## src/rtl/adc_seq_pkg.sv

```systemverilog
package adc_seq_pkg;

  typedef enum logic [1:0] {
    PH_AZ    = 2'd0,
    PH_INT   = 2'd1,
    PH_DEINT = 2'd2
  } phase_e;

  // packs v as nd BCD digits, units in the low nibble
  function automatic logic [31:0] to_bcd(int unsigned v, int unsigned nd);
    logic [31:0]  r;
    int unsigned  t;
    r = '0;
    t = v;
    for (int i = 0; i < 8; i++) begin
      if (i < int'(nd)) r[i*4 +: 4] = 4'(t % 10);
      t = t / 10;
    end
    return r;
  endfunction

endpackage

```

## src/rtl/adc_tick.sv

```systemverilog
module adc_tick (
  input  logic clk_i,
  input  logic rst_ni,
  output logic tick_o
);

  logic half_q;

  always_ff @(posedge clk_i or negedge rst_ni) begin
    if (!rst_ni) half_q <= 1'b0;
    else         half_q <= ~half_q;
  end

  assign tick_o = half_q;

endmodule

```

## src/rtl/adc_bcd_cnt.sv

```systemverilog
module adc_bcd_cnt #(
  parameter int N_DIG = 4
) (
  input  logic               clk_i,
  input  logic               rst_ni,
  input  logic               clr_i,
  input  logic               inc_i,
  output logic [N_DIG*4-1:0] dig_o
);

  localparam int DW = N_DIG * 4;

  logic [DW-1:0] dig_q;
  logic [N_DIG:0] carry;

  assign carry[0] = inc_i;

  for (genvar g = 0; g < N_DIG; g++) begin : g_dig
    logic at_nine;
    assign at_nine      = (dig_q[g*4 +: 4] == 4'd9);
    assign carry[g + 1] = carry[g] & at_nine;

    always_ff @(posedge clk_i or negedge rst_ni) begin
      if (!rst_ni)       dig_q[g*4 +: 4] <= 4'd0;
      else if (clr_i)    dig_q[g*4 +: 4] <= 4'd0;
      else if (carry[g]) dig_q[g*4 +: 4] <= at_nine ? 4'd0 : dig_q[g*4 +: 4] + 4'd1;
    end
  end

  assign dig_o = dig_q;

endmodule

```

## src/rtl/adc_phase_ctl.sv

```systemverilog
module adc_phase_ctl
  import adc_seq_pkg::*;
#(
  parameter int INT_LONG  = 2000,
  parameter int INT_SHORT = 200,
  parameter int DEINT_MAX = 4001,
  parameter int AZ_DEINT  = 6000
) (
  input  logic   clk_i,
  input  logic   rst_ni,
  input  logic   tick_i,
  input  logic   range_i,
  input  logic   cmp_i,
  output phase_e phase_o,
  output logic   pos_o,
  output logic   cnt_clr_o,
  output logic   cnt_inc_o,
  output logic   done_o,
  output logic   timeout_o
);

  localparam int INT_MAX = (INT_LONG > INT_SHORT) ? INT_LONG : INT_SHORT;
  localparam int RW = $clog2(AZ_DEINT + 1);
  localparam int IW = $clog2(INT_MAX + 1);

  phase_e        phase_q;
  logic [RW-1:0] rest_q;
  logic [IW-1:0] int_q;
  logic [IW-1:0] int_end;
  logic          rng_q;
  logic          pos_q;
  logic          crossed, int_last, az_last, deint_last;

  assign int_end    = rng_q ? IW'(INT_SHORT - 1) : IW'(INT_LONG - 1);
  assign int_last   = (int_q == int_end);
  assign az_last    = (rest_q == RW'(AZ_DEINT - 1));
  assign deint_last = (rest_q == RW'(DEINT_MAX - 1));
  assign crossed    = (cmp_i != pos_q);

  always_ff @(posedge clk_i or negedge rst_ni) begin
    if (!rst_ni) begin
      phase_q <= PH_AZ;
      rest_q  <= '0;
      int_q   <= '0;
      rng_q   <= 1'b0;
      pos_q   <= 1'b0;
    end else if (tick_i) begin
      case (phase_q)
        PH_AZ: begin
          if (az_last) begin
            phase_q <= PH_INT;
            int_q   <= '0;
            rng_q   <= range_i;
          end else begin
            rest_q <= rest_q + 1'b1;
          end
        end
        PH_INT: begin
          if (int_last) begin
            phase_q <= PH_DEINT;
            pos_q   <= cmp_i;
            rest_q  <= '0;
          end else begin
            int_q <= int_q + 1'b1;
          end
        end
        PH_DEINT: begin
          // one shared count: auto-zero resumes where deintegrate stopped
          rest_q <= rest_q + 1'b1;
          if (crossed || deint_last) phase_q <= PH_AZ;
        end
        default: phase_q <= PH_AZ;
      endcase
    end
  end

  always_comb begin
    cnt_clr_o = tick_i && (phase_q == PH_INT) && int_last;
    cnt_inc_o = tick_i && (phase_q == PH_DEINT) && !crossed;
    done_o    = tick_i && (phase_q == PH_DEINT) && (crossed || deint_last);
    timeout_o = tick_i && (phase_q == PH_DEINT) && !crossed && deint_last;
  end

  assign phase_o = phase_q;
  assign pos_o   = pos_q;

endmodule

```

## src/rtl/adc_result.sv

```systemverilog
module adc_result
  import adc_seq_pkg::*;
#(
  parameter int N_DIG      = 4,
  parameter int FULL_SCALE = 3999,
  parameter int UNDER_LIM  = 380
) (
  input  logic               clk_i,
  input  logic               rst_ni,
  input  logic               done_i,
  input  logic               timeout_i,
  input  logic [N_DIG*4-1:0] cnt_i,
  input  logic               neg_i,
  input  logic               peak_i,
  input  logic               hold_i,
  output logic [N_DIG*4-1:0] bcd_o,
  output logic               neg_o,
  output logic               ovr_o,
  output logic               unr_o,
  output logic               eoc_no
);

  localparam int DW = N_DIG * 4;
  localparam logic [31:0] FS_WIDE = to_bcd(FULL_SCALE, N_DIG);
  localparam logic [31:0] UR_WIDE = to_bcd(UNDER_LIM, N_DIG);
  localparam logic [DW-1:0] FS_BCD = FS_WIDE[DW-1:0];
  localparam logic [DW-1:0] UR_BCD = UR_WIDE[DW-1:0];

  logic [DW-1:0] bcd_q;
  logic          neg_q, ovr_q, eoc_nq;
  logic          new_ovr, larger, take;

  // packed BCD compares like binary digit by digit
  assign new_ovr = timeout_i || (cnt_i > FS_BCD);
  assign larger  = cnt_i > bcd_q;

  always_comb begin
    if (hold_i)      take = 1'b0;
    else if (!peak_i) take = 1'b1;
    else if (ovr_q)  take = 1'b0;
    else             take = new_ovr || larger;
  end

  always_ff @(posedge clk_i or negedge rst_ni) begin
    if (!rst_ni) begin
      bcd_q  <= '0;
      neg_q  <= 1'b0;
      ovr_q  <= 1'b0;
      eoc_nq <= 1'b1;
    end else begin
      eoc_nq <= !done_i;
      if (done_i && take) begin
        neg_q <= neg_i;
        ovr_q <= new_ovr;
        if (!new_ovr) bcd_q <= cnt_i;
      end
    end
  end

  assign bcd_o  = bcd_q;
  assign neg_o  = neg_q;
  assign ovr_o  = ovr_q;
  assign unr_o  = !ovr_q && (bcd_q <= UR_BCD);
  assign eoc_no = eoc_nq;

endmodule

```

## src/rtl/dual_slope_seq.sv

```systemverilog
module dual_slope_seq
  import adc_seq_pkg::*;
#(
  parameter int N_DIG      = 4,
  parameter int FULL_SCALE = 3999,
  parameter int UNDER_LIM  = 380,
  parameter int INT_LONG   = 2000,
  parameter int INT_SHORT  = 200,
  parameter int DEINT_MAX  = 4001,
  parameter int AZ_DEINT   = 6000
) (
  input  logic               clk_i,
  input  logic               rst_ni,
  input  logic               cmp_i,
  input  logic               range_i,
  input  logic               peak_i,
  input  logic               hold_i,
  output logic               az_o,
  output logic               int_o,
  output logic               deint_o,
  output logic               ref_neg_o,
  output logic [N_DIG*4-1:0] bcd_o,
  output logic               neg_o,
  output logic               ovr_o,
  output logic               unr_o,
  output logic               eoc_no
);

  localparam int DW = N_DIG * 4;

  logic          tick;
  phase_e        phase;
  logic          pos, cnt_clr, cnt_inc, done, timeout;
  logic [DW-1:0] cnt;

  adc_tick u_tick (
    .clk_i  (clk_i),
    .rst_ni (rst_ni),
    .tick_o (tick)
  );

  adc_phase_ctl #(
    .INT_LONG  (INT_LONG),
    .INT_SHORT (INT_SHORT),
    .DEINT_MAX (DEINT_MAX),
    .AZ_DEINT  (AZ_DEINT)
  ) u_ctl (
    .clk_i     (clk_i),
    .rst_ni    (rst_ni),
    .tick_i    (tick),
    .range_i   (range_i),
    .cmp_i     (cmp_i),
    .phase_o   (phase),
    .pos_o     (pos),
    .cnt_clr_o (cnt_clr),
    .cnt_inc_o (cnt_inc),
    .done_o    (done),
    .timeout_o (timeout)
  );

  adc_bcd_cnt #(.N_DIG(N_DIG)) u_cnt (
    .clk_i  (clk_i),
    .rst_ni (rst_ni),
    .clr_i  (cnt_clr),
    .inc_i  (cnt_inc),
    .dig_o  (cnt)
  );

  adc_result #(
    .N_DIG      (N_DIG),
    .FULL_SCALE (FULL_SCALE),
    .UNDER_LIM  (UNDER_LIM)
  ) u_res (
    .clk_i     (clk_i),
    .rst_ni    (rst_ni),
    .done_i    (done),
    .timeout_i (timeout),
    .cnt_i     (cnt),
    .neg_i     (!pos),
    .peak_i    (peak_i),
    .hold_i    (hold_i),
    .bcd_o     (bcd_o),
    .neg_o     (neg_o),
    .ovr_o     (ovr_o),
    .unr_o     (unr_o),
    .eoc_no    (eoc_no)
  );

  assign az_o      = (phase == PH_AZ);
  assign int_o     = (phase == PH_INT);
  assign deint_o   = (phase == PH_DEINT);
  assign ref_neg_o = deint_o && pos;

endmodule

```

## config.mk

```make
export PLATFORM = sky130hd
export DESIGN_NAME = dual_slope_seq
export DESIGN_NICKNAME = d
export VERILOG_FILES = /design/src/rtl/adc_seq_pkg.sv /design/src/rtl/adc_tick.sv /design/src/rtl/adc_bcd_cnt.sv /design/src/rtl/adc_phase_ctl.sv /design/src/rtl/adc_result.sv /design/src/rtl/dual_slope_seq.sv
export SDC_FILE = /design/constraint.sdc
export NUM_CORES = 1
export LEC_CHECK = 0
export ABC_AREA = 1
export BUFFER_PORTS_ARGS = -buffer_cell sky130_fd_sc_hd__buf_2
export CORE_ASPECT_RATIO = 1.2
export CORE_MARGIN = 2
export CORE_UTILIZATION = 55
export DETAILED_ROUTE_END_ITERATION = 10
export MAX_ROUTING_LAYER = met4
export PLACE_DENSITY = 0.76
export REMOVE_ABC_BUFFERS = 1
export SLEW_MARGIN = 20
export SYNTH_ARGS = -nofsm -noshare
export SYNTH_HDL_FRONTEND = slang
export SYNTH_HIERARCHICAL = 1
export SYNTH_SLANG_ARGS = --single-unit
```

## constraint.sdc

```tcl
create_clock -name clk_i -period 2.1 [get_ports clk_i]
set_input_delay 0.42 -clock clk_i [delete_from_list [all_inputs] [get_ports clk_i]]
set_output_delay 0.42 -clock clk_i [all_outputs]
set_load 0.1 [all_outputs]
```

==> flow_summary.toml, run 1 <==
[outcome]
outcome = "complete, but fails checks"
violations = "setup timing"

[synth]
yosysMostFrequentCell = "nand2_1"
yosysSeqAreaShare_pct = 37.7
syn-cell-area_um2 = 4250
synth_edf_count = 0
synth_area_leaders = "dfrtp_1 37%, nand2_1 18%, ha_1 7.9%, inv_1 6.0%, nor2_1 6.0%"
synth_ff_type = "dfrtp_1"
ys_warn_count = 6
synth-seq-cells = 64
synthArstFlopShare_pct = 100
syn-instance-count = 586
yosys.cell_types.count = 38
yosysTopAreaCell = "dfrtp_1"
avgSynthCellArea_um2 = 7.25
netlist.area_leader.share_pct = 37.1
synth_common_cells = "204 x nand2_1, 68 x inv_1, 68 x nor2_1, 63 x dfrtp_1, 32 x nand3_1"

[power]
power.total_w = 0.00338
p_comb_share_pct = 29.2
leakage_nw = 2.76
internal-power_w = 0.00222
pwr-share-clk_pct = 32.0
max-vdd-ir-drop_v = 0.000565
seqPwrFrac_pct = 38.8
p_switching_w = 0.00116
p_per_area_nw_per_um2 = 663
swShare_pct = 34.4

[placed_design]
place_inst = 732
numPortBuffers = 29
gp_congestion = 0.872
hpwl_um = 7260

[global_routing]
top_usage_layer = "met2"
use_met1_pct = 27.6
use_met2_pct = 44.3
antenna_found_initial = 0
grt_max_degree = 28
grt.met3_usage_pct = 4.44
track_usage_pct = 25.1
grt_pass1_wl_um = 16800
grt_pass1_vias = 3886
grt-ovfl-total = 0

[sta]
maxSlewViolCount = 0
fin_skew_ns = 0.00990
timing.fmax_mhz = 448
rsz0062_at_grt = "true"
timing.hold.ws_ns = 0.0628
hold_viol = 0
setup_viol = 1
relSlewSlack_pct = 63.0
period_share_pct = 106
postLayoutSetupSlackWorst_ns = -0.132
fin_crit_ns = 2.23
tightestPinTransition_ns = 0.555

[cells_and_area]
post_layout_nonfiller_instances = 754
insertedDiodeCount = 0
nets = 690
nFillCells = 627
area_growth_pct = 19.9
drive_gt1_share_pct = 20.7
multi_input_area_um2 = 2410
regArea_um2 = 1600
final_util_pct = 67.3

[detailed_routing]
wl_per_cell_um = 13.1
viasPerCell = 5.31
ant_nets = 0
vias = 4000
drc = 0
dr.first_iter.drc_count = 211
wirelength_um = 9900
first_pass_iters = 5

[floorplanning]
boundaryPins = 30
core_area_um2 = 7580
fp-row-count = 35
fp.dieH_um = 100
dieArea_um2 = 8450
initial_utilization_pct = 56.1
dieWidth_um = 84.3

[clock_network]
clkLatencyLatePin_ns = 0.34
htree_levels = 3
clock_path_buffers = 2
cts_buffers = 9
clockRootBuffer = "clkbuf_8"
cts_sinks = 64
cts_tree = "done"
clk_pin_slew_worst_paths_ns = 0.07

[run]
cap_violations = 0

[critical_path]
crit_type = "flip-flop to output pin"
r2r_cells = 14
startpoint_type = "flip-flop"
endpoint_kind = "output pin"
critical_path_arrival_ns = 1.81
crit_fanout = 3
worstPathRequired_ns = 1.68

[min_path]
hold_path.class = "primary input to asynchronous set/reset pin"
## flip-flops by register name (all words and copies together), names as in the netlist
| register | cells |
|---|---|
| u_res/bcd_o | 16 |
| u_res/neg_o | 1 |
| u_ctl/int_q | 11 |
| u_res/ovr_o | 1 |
| u_ctl/pos_o | 1 |
| u_cnt/dig_o | 16 |
| u_res/eoc_no | 1 |
| u_tick/tick_o | 1 |
| u_ctl/phase_o | 2 |
| u_ctl/rest_q | 13 |
| u_ctl/rng_q | 1 |
## critical path: stages (launching register included)
cell and delay, ns:
dfrtp_1 0.41, inv_2 0.07, nand4_1 0.13, nor4_2 0.24
nor4_2 0.08, nor3_1 0.19, bufbuf_16 0.34
## layer usage
metal  share of wire, %  vias to the layer above
met2                 52                       86
met5                  0                        -
met4                3.3                        0
li1                   -                     2008
met3                3.6                       31
met1                 41                     1875
## placed cells by master, fill, tap and decap left out, types with 2 or more instances in the layout
| master | instances |
|---|---|
| nor2_2 | 7 |
| clkbuf_8 | 11 |
| dfrtp_1 | 63 |
| nand2_2 | 12 |
| nor3_2 | 2 |
| a21oi_1 | 8 |
| o21ai_1 | 3 |
| nor2_1 | 65 |
| nand2_1 | 198 |
| xor2_1 | 16 |
| o21bai_1 | 2 |
| o21ai_0 | 9 |
| nand3_4 | 2 |
| clkbuf_1 | 2 |
| nand2_4 | 2 |
| xnor2_1 | 4 |
| inv_2 | 8 |
| nand4_1 | 23 |
| buf_12 | 3 |
| o22ai_1 | 2 |
| nor4_2 | 2 |
| nor3_1 | 4 |
| buf_4 | 35 |
| o21ai_2 | 7 |
| ha_1 | 26 |
| buf_2 | 28 |
| clkinv_2 | 2 |
| inv_1 | 64 |
| nand3_1 | 31 |
| nand3_2 | 5 |
## through the flow
stage	setup WS [ns]	cell area [um2]	TNS, ns
2_1_floorplan	-1.60	4190	-9.12
3_5_place_dp	-0.00342	4740	-0.00342
4_1_cts	-0.122	4980	-0.122
3_3_place_gp	0.0687	4740	0
6_report	-0.132	5100	-0.132
5_1_grt	-0.199	5100	-1.29
## cell families (layout without fill, tap and decap cells)
family / Yosys count / in the layout / share of synthesized area, %
AND/OR/NAND/NOR: 359 / 361 / 37.2
buffers and inverters: 82 / 156 / 7.89
flip-flops: 64 / 64 / 37.7
AO/OA/AOI/OAI: 34 / 34 / 5.12
adder cells (fa/ha/maj): 27 / 27 / 7.95
XOR/XNOR: 20 / 20 / 4.12
## worst paths after layout
check,from,endpoint,slack (ns)
setup / recovery,u_res/bcd_o[3],unr_o,-0.13
hold / removal,rst_ni,u_res/bcd_o[3],0.06
setup reg to reg,u_ctl/rest_q[0],u_res/bcd_o[1],0.01
hold reg to reg,u_res/bcd_o[7],u_res/bcd_o[7],0.50
max in group asynchronous,rst_ni,u_res/bcd_o[11],1.43
min in group clk_i,range_i,u_ctl/rng_q,0.28
## power by group through the flow
| stage | Sequential, W | Combinational (W) | Clock, W |
|---|---|---|---|
| final | 0.00131 | 0.000988 | 0.00108 |
| after global routing | 0.00132 | 0.00108 | 0.00116 |
| after CTS | 0.00131 | 0.000847 | 0.00110 |
| after detailed placement | 0.00134 | 0.000821 | 0 |
| after global placement | 0.00133 | 0.000799 | 0 |
| after floorplan | 0.00148 | 0.000443 | 0 |
## layout make-up
class	instances	area share (%)
Inverter	73	5.38
Multi-Input combinational cell	442	47.3
Timing Repair Buffer	67	9.72
Clock inverter	3	0.785
Clock buffer	13	3.12
Sequential cell	64	31.4
Tap cell	92	2.26
## what timing repair did
| item | in CTS | in global routing |
|---|---|---|
| buffers inserted | 0 | 4 |
| hold endpoints to repair | 0 | 0 |
| pin swaps | 2 | 3 |
| endpoints found under the setup margin | 2 | 32 |
| hold buffers | 0 | 0 |
| cloned | 1 | 1 |
| gates resized for setup | 5 | 20 |
Note: power is estimated with default switching activity, not from simulation.
==> inputs of run 2 (changes only) <==
--- a/config.mk
+++ b/config.mk
@@ -8,11 +8,12 @@
 export ABC_AREA = 1
 export BUFFER_PORTS_ARGS = -buffer_cell sky130_fd_sc_hd__buf_2
 export CORE_ASPECT_RATIO = 1.2
-export CORE_MARGIN = 2
-export CORE_UTILIZATION = 55
+export CORE_MARGIN = 3
+export CORE_UTILIZATION = 57
+export CTS_BUF_LIST = sky130_fd_sc_hd__clkbuf_4
 export DETAILED_ROUTE_END_ITERATION = 10
 export MAX_ROUTING_LAYER = met4
-export PLACE_DENSITY = 0.76
+export PLACE_DENSITY = 0.78
 export REMOVE_ABC_BUFFERS = 1
 export SLEW_MARGIN = 20
 export SYNTH_ARGS = -nofsm -noshare
==> run 2 against run 1 <==
Effect of this change: combinational power about the same; setup slack worse by 0.020 ns; highest routed layer unchanged; via count up 2.0%; maximum frequency down 0.88%; utilization up 4.5 points; count of clock-buffer cells in the layout down 4; register-to-register slack better by 0.02 ns; the flow still finishes with violations (setup timing).
==> flow_summary.toml, run 2 (same netlist as run 1, synthesis figures left out) <==
[placed_design]
hpwl_um = 7150
numPortBuffers = 29
gp_congestion = 0.877
place_inst = 725

[cells_and_area]
insertedDiodeCount = 0
nFillCells = 550
area_growth_pct = 18.5
nets = 690
final_common_cell = "nand2_1"
final_util_pct = 71.8
layout_common_cells = "204 x nand2_1, 66 x inv_1, 66 x nor2_1, 63 x dfrtp_1, 35 x buf_4"
post_layout_nonfiller_instances = 749
drive_gt1_share_pct = 19.6

[floorplanning]
dieWidth_um = 84.8
dieArea_um2 = 8530
fp-row-count = 33
fp.dieH_um = 101
core_area_um2 = 7020
boundaryPins = 30
initial_utilization_pct = 60.6

[global_routing]
grt_pass1_wl_um = 16700
antenna_found_initial = 0
grt_max_degree = 47
grt_pass1_vias = 3830
track_usage_pct = 25.0
grt-ovfl-total = 0

[power]
p_per_area_nw_per_um2 = 652
leakage_nw = 2.73
max-vdd-ir-drop_v = 0.000665

[clock_network]
clk_pin_slew_worst_paths_ns = 0.11
clockRootBuffer = "clkbuf_4"
htree_levels = 3
cts_tree = "done"
cts_buffers = 9
cts_sinks = 64
clock_path_buffers = 2
clkLatencyLatePin_ns = 0.42

[run]
cap_violations = 0

[detailed_routing]
drc = 0
dr.first_iter.drc_count = 329
first_pass_iters = 6
ant_nets = 0
wl_per_cell_um = 13.6
vias = 4081
wirelength_um = 10200
viasPerCell = 5.45

[outcome]
outcome = "complete, but fails checks"
violations = "setup timing"

[critical_path]
crit_fanout = 3
path_cells = "inv_1, nand4_1, nor4_2, nor4_1, nor3_2, buf_12"
startpoint_type = "flip-flop"
crit_type = "flip-flop to output pin"
max_stage_delay_ns = 0.41
worstPathRequired_ns = 1.68
critical_path_arrival_ns = 1.83
endpoint_kind = "output pin"
critPathSlowestCell = "dfrtp_1"
worstPathBufferInverterCount = 2
cp_top_family = "simple AND/OR/NAND/NOR gates"

[sta]
rsz0062_at_grt = "true"
fin_skew_ns = 0.0148
period_share_pct = 107
postLayoutSetupSlackWorst_ns = -0.152
setup_tns_ns = -0.152
fin_crit_ns = 2.25
relSlewSlack_pct = 66.5
hold_viol = 0
tightestPinTransition_ns = 0.505
maxSlewViolCount = 0
setup_viol = 1
timing.fmax_mhz = 444

[min_path]
hold_path.class = "primary input to flip-flop"
-- run 2: changes by cell type in the layout (fill, tap and decap cells not counted), sizes merged --
cell and change:
clkbuf -4, clkinvlp +3, buf +1, bufbuf -1, bufinv +1, dlygate4sd3 +1, nand2 -1
-- run 2: final cells by class --
class	count	area (um2)	share of cell area, %
Sequential cell	64	1600	31.8
Clock buffer	9	67.6	1.34
Timing Repair Buffer	68	484	9.61
Clock inverter	7	96.3	1.91
Inverter	73	274	5.44
Tap cell	87	109	2.16
Multi-Input combinational cell	441	2400	47.7
-- run 2: worst min-delay path: cells and delay by family --
| kind | cells | cell delay, ns |
|---|---|---|
| simple gates | 1 | 0.04 |
| buf+inv | 1 | 0.07 |
| compound gates | 1 | 0.05 |
-- run 2: final timing paths --
check,endpoint,slack (ns),from,depth (start not counted)
worst min-delay path,u_ctl/rng_q,0.21,range_i,3
worst max register to register,u_res/bcd_o[13],0.03,u_res/bcd_o[10],12
worst max-delay path,unr_o,-0.15,u_res/bcd_o[4],6
min in group asynchronous,u_res/bcd_o[7],0.45,rst_ni,2
worst min register to register,u_res/bcd_o[13],0.52,u_res/bcd_o[13],2
max in group asynchronous,u_res/eoc_no,1.00,rst_ni,3
-- run 2: repair_timing --
action                     CTS  global route
pin swaps                    2             7
setup buffers                1             5
hold endpoints to repair    18             0
cloned                       1             0
resized for setup            3            13
hold buffers                 1             0
setup endpoints to repair   17            32
-- run 2: per-layer routing --
layer	track usage, %	vias up	wire length, um
met5	-	-	0
met4	11.3	0	321
met3	4.01	39	567
met2	44.1	145	5230
met1	27.7	1891	4090
li1	-	2006	-
-- run 2: where the power goes --
group	switching, W	total, W	internal [W]
Combinational	0.000666	0.00100	0.000336
Clock	0.000492	0.000973	0.000481
Sequential	0.0000319	0.00131	0.00128
-- run 2: metrics by stage --
step / hold WS [ns] / power, W / setup WS [ns] / cell area (um2)
after floorplan: 0.124 / 0.00192 / -1.60 / 4190
after global placement: 0.381 / 0.00213 / 0.0469 / 4710
after CTS: 0.175 / 0.00315 / -0.214 / 4920
after detailed placement: 0.386 / 0.00216 / 0.00574 / 4710
after global routing: 0.199 / 0.00345 / -0.261 / 5040
final: 0.206 / 0.00329 / -0.152 / 5040
==> inputs of run 3 (changes only) <==
--- a/config.mk
+++ b/config.mk
@@ -9,11 +9,11 @@
 export BUFFER_PORTS_ARGS = -buffer_cell sky130_fd_sc_hd__buf_2
 export CORE_ASPECT_RATIO = 1.2
 export CORE_MARGIN = 3
-export CORE_UTILIZATION = 57
+export CORE_UTILIZATION = 63
 export CTS_BUF_LIST = sky130_fd_sc_hd__clkbuf_4
 export DETAILED_ROUTE_END_ITERATION = 10
 export MAX_ROUTING_LAYER = met4
-export PLACE_DENSITY = 0.78
+export PLACE_DENSITY = 0.82
 export REMOVE_ABC_BUFFERS = 1
 export SLEW_MARGIN = 20
 export SYNTH_ARGS = -nofsm -noshare
==> constraint.sdc (replaced) <==
create_clock -name clk_i -period 2.2 [get_ports clk_i]
set_input_delay 0.44 -clock clk_i [delete_from_list [all_inputs] [get_ports clk_i]]
set_output_delay 0.44 -clock clk_i [all_outputs]
set_load 0.1 [all_outputs]
==> run 3 against run 2 <==
Effect of this change: the run still ends with setup timing left; sequential power shrank 4%; register-to-register slack improved by 0.04 ns; combinational power is 18% lower; critical path type unchanged; largest cell class unchanged.
==> flow_summary.toml, run 3 (same netlist as run 1, synthesis figures left out) <==
[detailed_routing]
wl_per_cell_um = 13.8
vias = 4040
drc = 0
first_pass_iters = 5
ant_nets = 0
wirelength_um = 10300
viasPerCell = 5.45
dr.first_iter.drc_count = 301

[floorplanning]
fp-row-count = 32
dieWidth_um = 81.0
initial_utilization_pct = 65.5
dieArea_um2 = 7770
boundaryPins = 30
core_area_um2 = 6490
fp.dieH_um = 96.0

[cells_and_area]
nets = 684
multi_input_area_um2 = 2400
drive_gt1_share_pct = 18.9
layout_common_cells = "203 x nand2_1, 66 x nor2_1, 64 x inv_1, 61 x dfrtp_1, 32 x nand3_1"
area_growth_pct = 16.5
regArea_um2 = 1610
insertedDiodeCount = 0
nFillCells = 516
design_area_um2 = 4950
final_common_cell = "nand2_1"
final_util_pct = 76.4

[critical_path]
critPathSlowestCell = "dfrtp_1"
crit_path_frequent_cell = "nor4_2"
path_cells = "inv_1, nand4_1, nor4_2, nor4_2, nor3_2, buf_12"
worstPathRequired_ns = 1.76
endpoint_kind = "output pin"
startpoint_type = "flip-flop"
critical_path_arrival_ns = 1.76
crit_fanout = 3
worstPathBufferInverterCount = 2
cp_top_family = "simple AND/OR/NAND/NOR gates"
crit_type = "flip-flop to output pin"
max_stage_delay_ns = 0.42

[global_routing]
grt_pass1_wl_um = 16300
grt_pass1_vias = 3800
track_usage_pct = 27.5
grt.met3_usage_pct = 5.81
use_met1_pct = 30.2
use_met2_pct = 47.3
antenna_found_initial = 0
grt_max_degree = 23
grt-ovfl-total = 0
top_usage_layer = "met2"

[clock_network]
clkLatencyLatePin_ns = 0.41
cts_buffers = 9
clockRootBuffer = "clkbuf_4"
htree_levels = 3
cts_tree = "done"
clock_path_buffers = 2
clk_pin_slew_worst_paths_ns = 0.11
cts_sinks = 64

[min_path]
hold_path.class = "primary input to flip-flop"

[sta]
postLayoutSetupSlackWorst_ns = -0.00365
hold_viol = 0
rsz0062_at_grt = "true"
maxSlewViolCount = 0
setup_tns_ns = -0.00365
tightestPinTransition_ns = 0.497
relSlewSlack_pct = 66.8
timing.fmax_mhz = 454
fin_crit_ns = 2.20
fin_skew_ns = 0.0151
setup_viol = 1
period_share_pct = 100

[power]
power.total_w = 0.00288
leakage_nw = 2.68
max-vdd-ir-drop_v = 0.000458
p_per_area_nw_per_um2 = 582

[placed_design]
placed_cell_area_um2 = 4650
dp_slack_ns = 0.0377
gp_congestion = 0.954
numPortBuffers = 29
hpwl_um = 7280

[outcome]
outcome = "complete, but fails checks"
violations = "setup timing"

[run]
cap_violations = 0
[run 3: changes by cell type in the layout (fill, tap and decap cells not counted), sizes merged]
cell	change
inv	-1
buf	-6
clkinvlp	-2
bufinv	-1
clkinv	+2
clkbuf	+2
[run 3: timing repair]
item | CTS | global route
cloned | 0 | 1
gates resized for setup | 4 | 22
setup endpoints to repair | 1 | 27
setup buffers | 0 | 8
pin swaps | 0 | 1
hold endpoints to repair | 19 | 0
hold buffers | 1 | 0
[run 3: layer usage]
layer | part of all wire [%] | vias to the layer above
li1 | - | 1991
met1 | 40 | 1873
met2 | 51 | 141
met3 | 4.7 | 35
met4 | 3.6 | 0
met5 | 0 | -
[run 3: through the flow]
stage | hold slack (ns) | instances
floorplan | 0.144 | 577
global placement | 0.424 | 715
detailed placement | 0.428 | 715
CTS | 0.216 | 732
global route | 0.226 | 741
finish | 0.239 | 741
[run 3: worst paths after layout]
path                       slack, ns  cells past startpoint        endpoint             from
max                           -0.004                      6           unr_o   u_res/bcd_o[3]
min                             0.24                      3     u_ctl/rng_q          range_i
max reg2reg                     0.07                     14     u_res/ovr_o  u_ctl/rest_q[1]
min reg2reg                     0.47                      2     u_res/neg_o      u_res/neg_o
max in group asynchronous       0.99                      3    u_res/eoc_no           rst_ni
min in group asynchronous       0.52                      2  u_res/bcd_o[2]           rst_ni
[run 3: final cells by class]
type / instances / share of cell area [%]
Inverter: 73 / 5.61
Timing Repair Buffer: 62 / 8.69
Clock buffer: 11 / 1.67
Tap cell: 85 / 2.15
Sequential cell: 64 / 32.4
Clock inverter: 5 / 0.960
Multi-Input combinational cell: 441 / 48.5
[run 3: worst min-delay path: stages]
cell and delay (ns):
buf_2 0.08, nand2_1 0.04, o21ai_0 0.05
[run 3: report_power, final]
part | internal [W] | switching [W] | leakage [nW]
clock network | 0.000362 | 0.000431 | 0.0757
registers | 0.00122 | 0.0000441 | 0.856
logic | 0.000238 | 0.000587 | 1.75
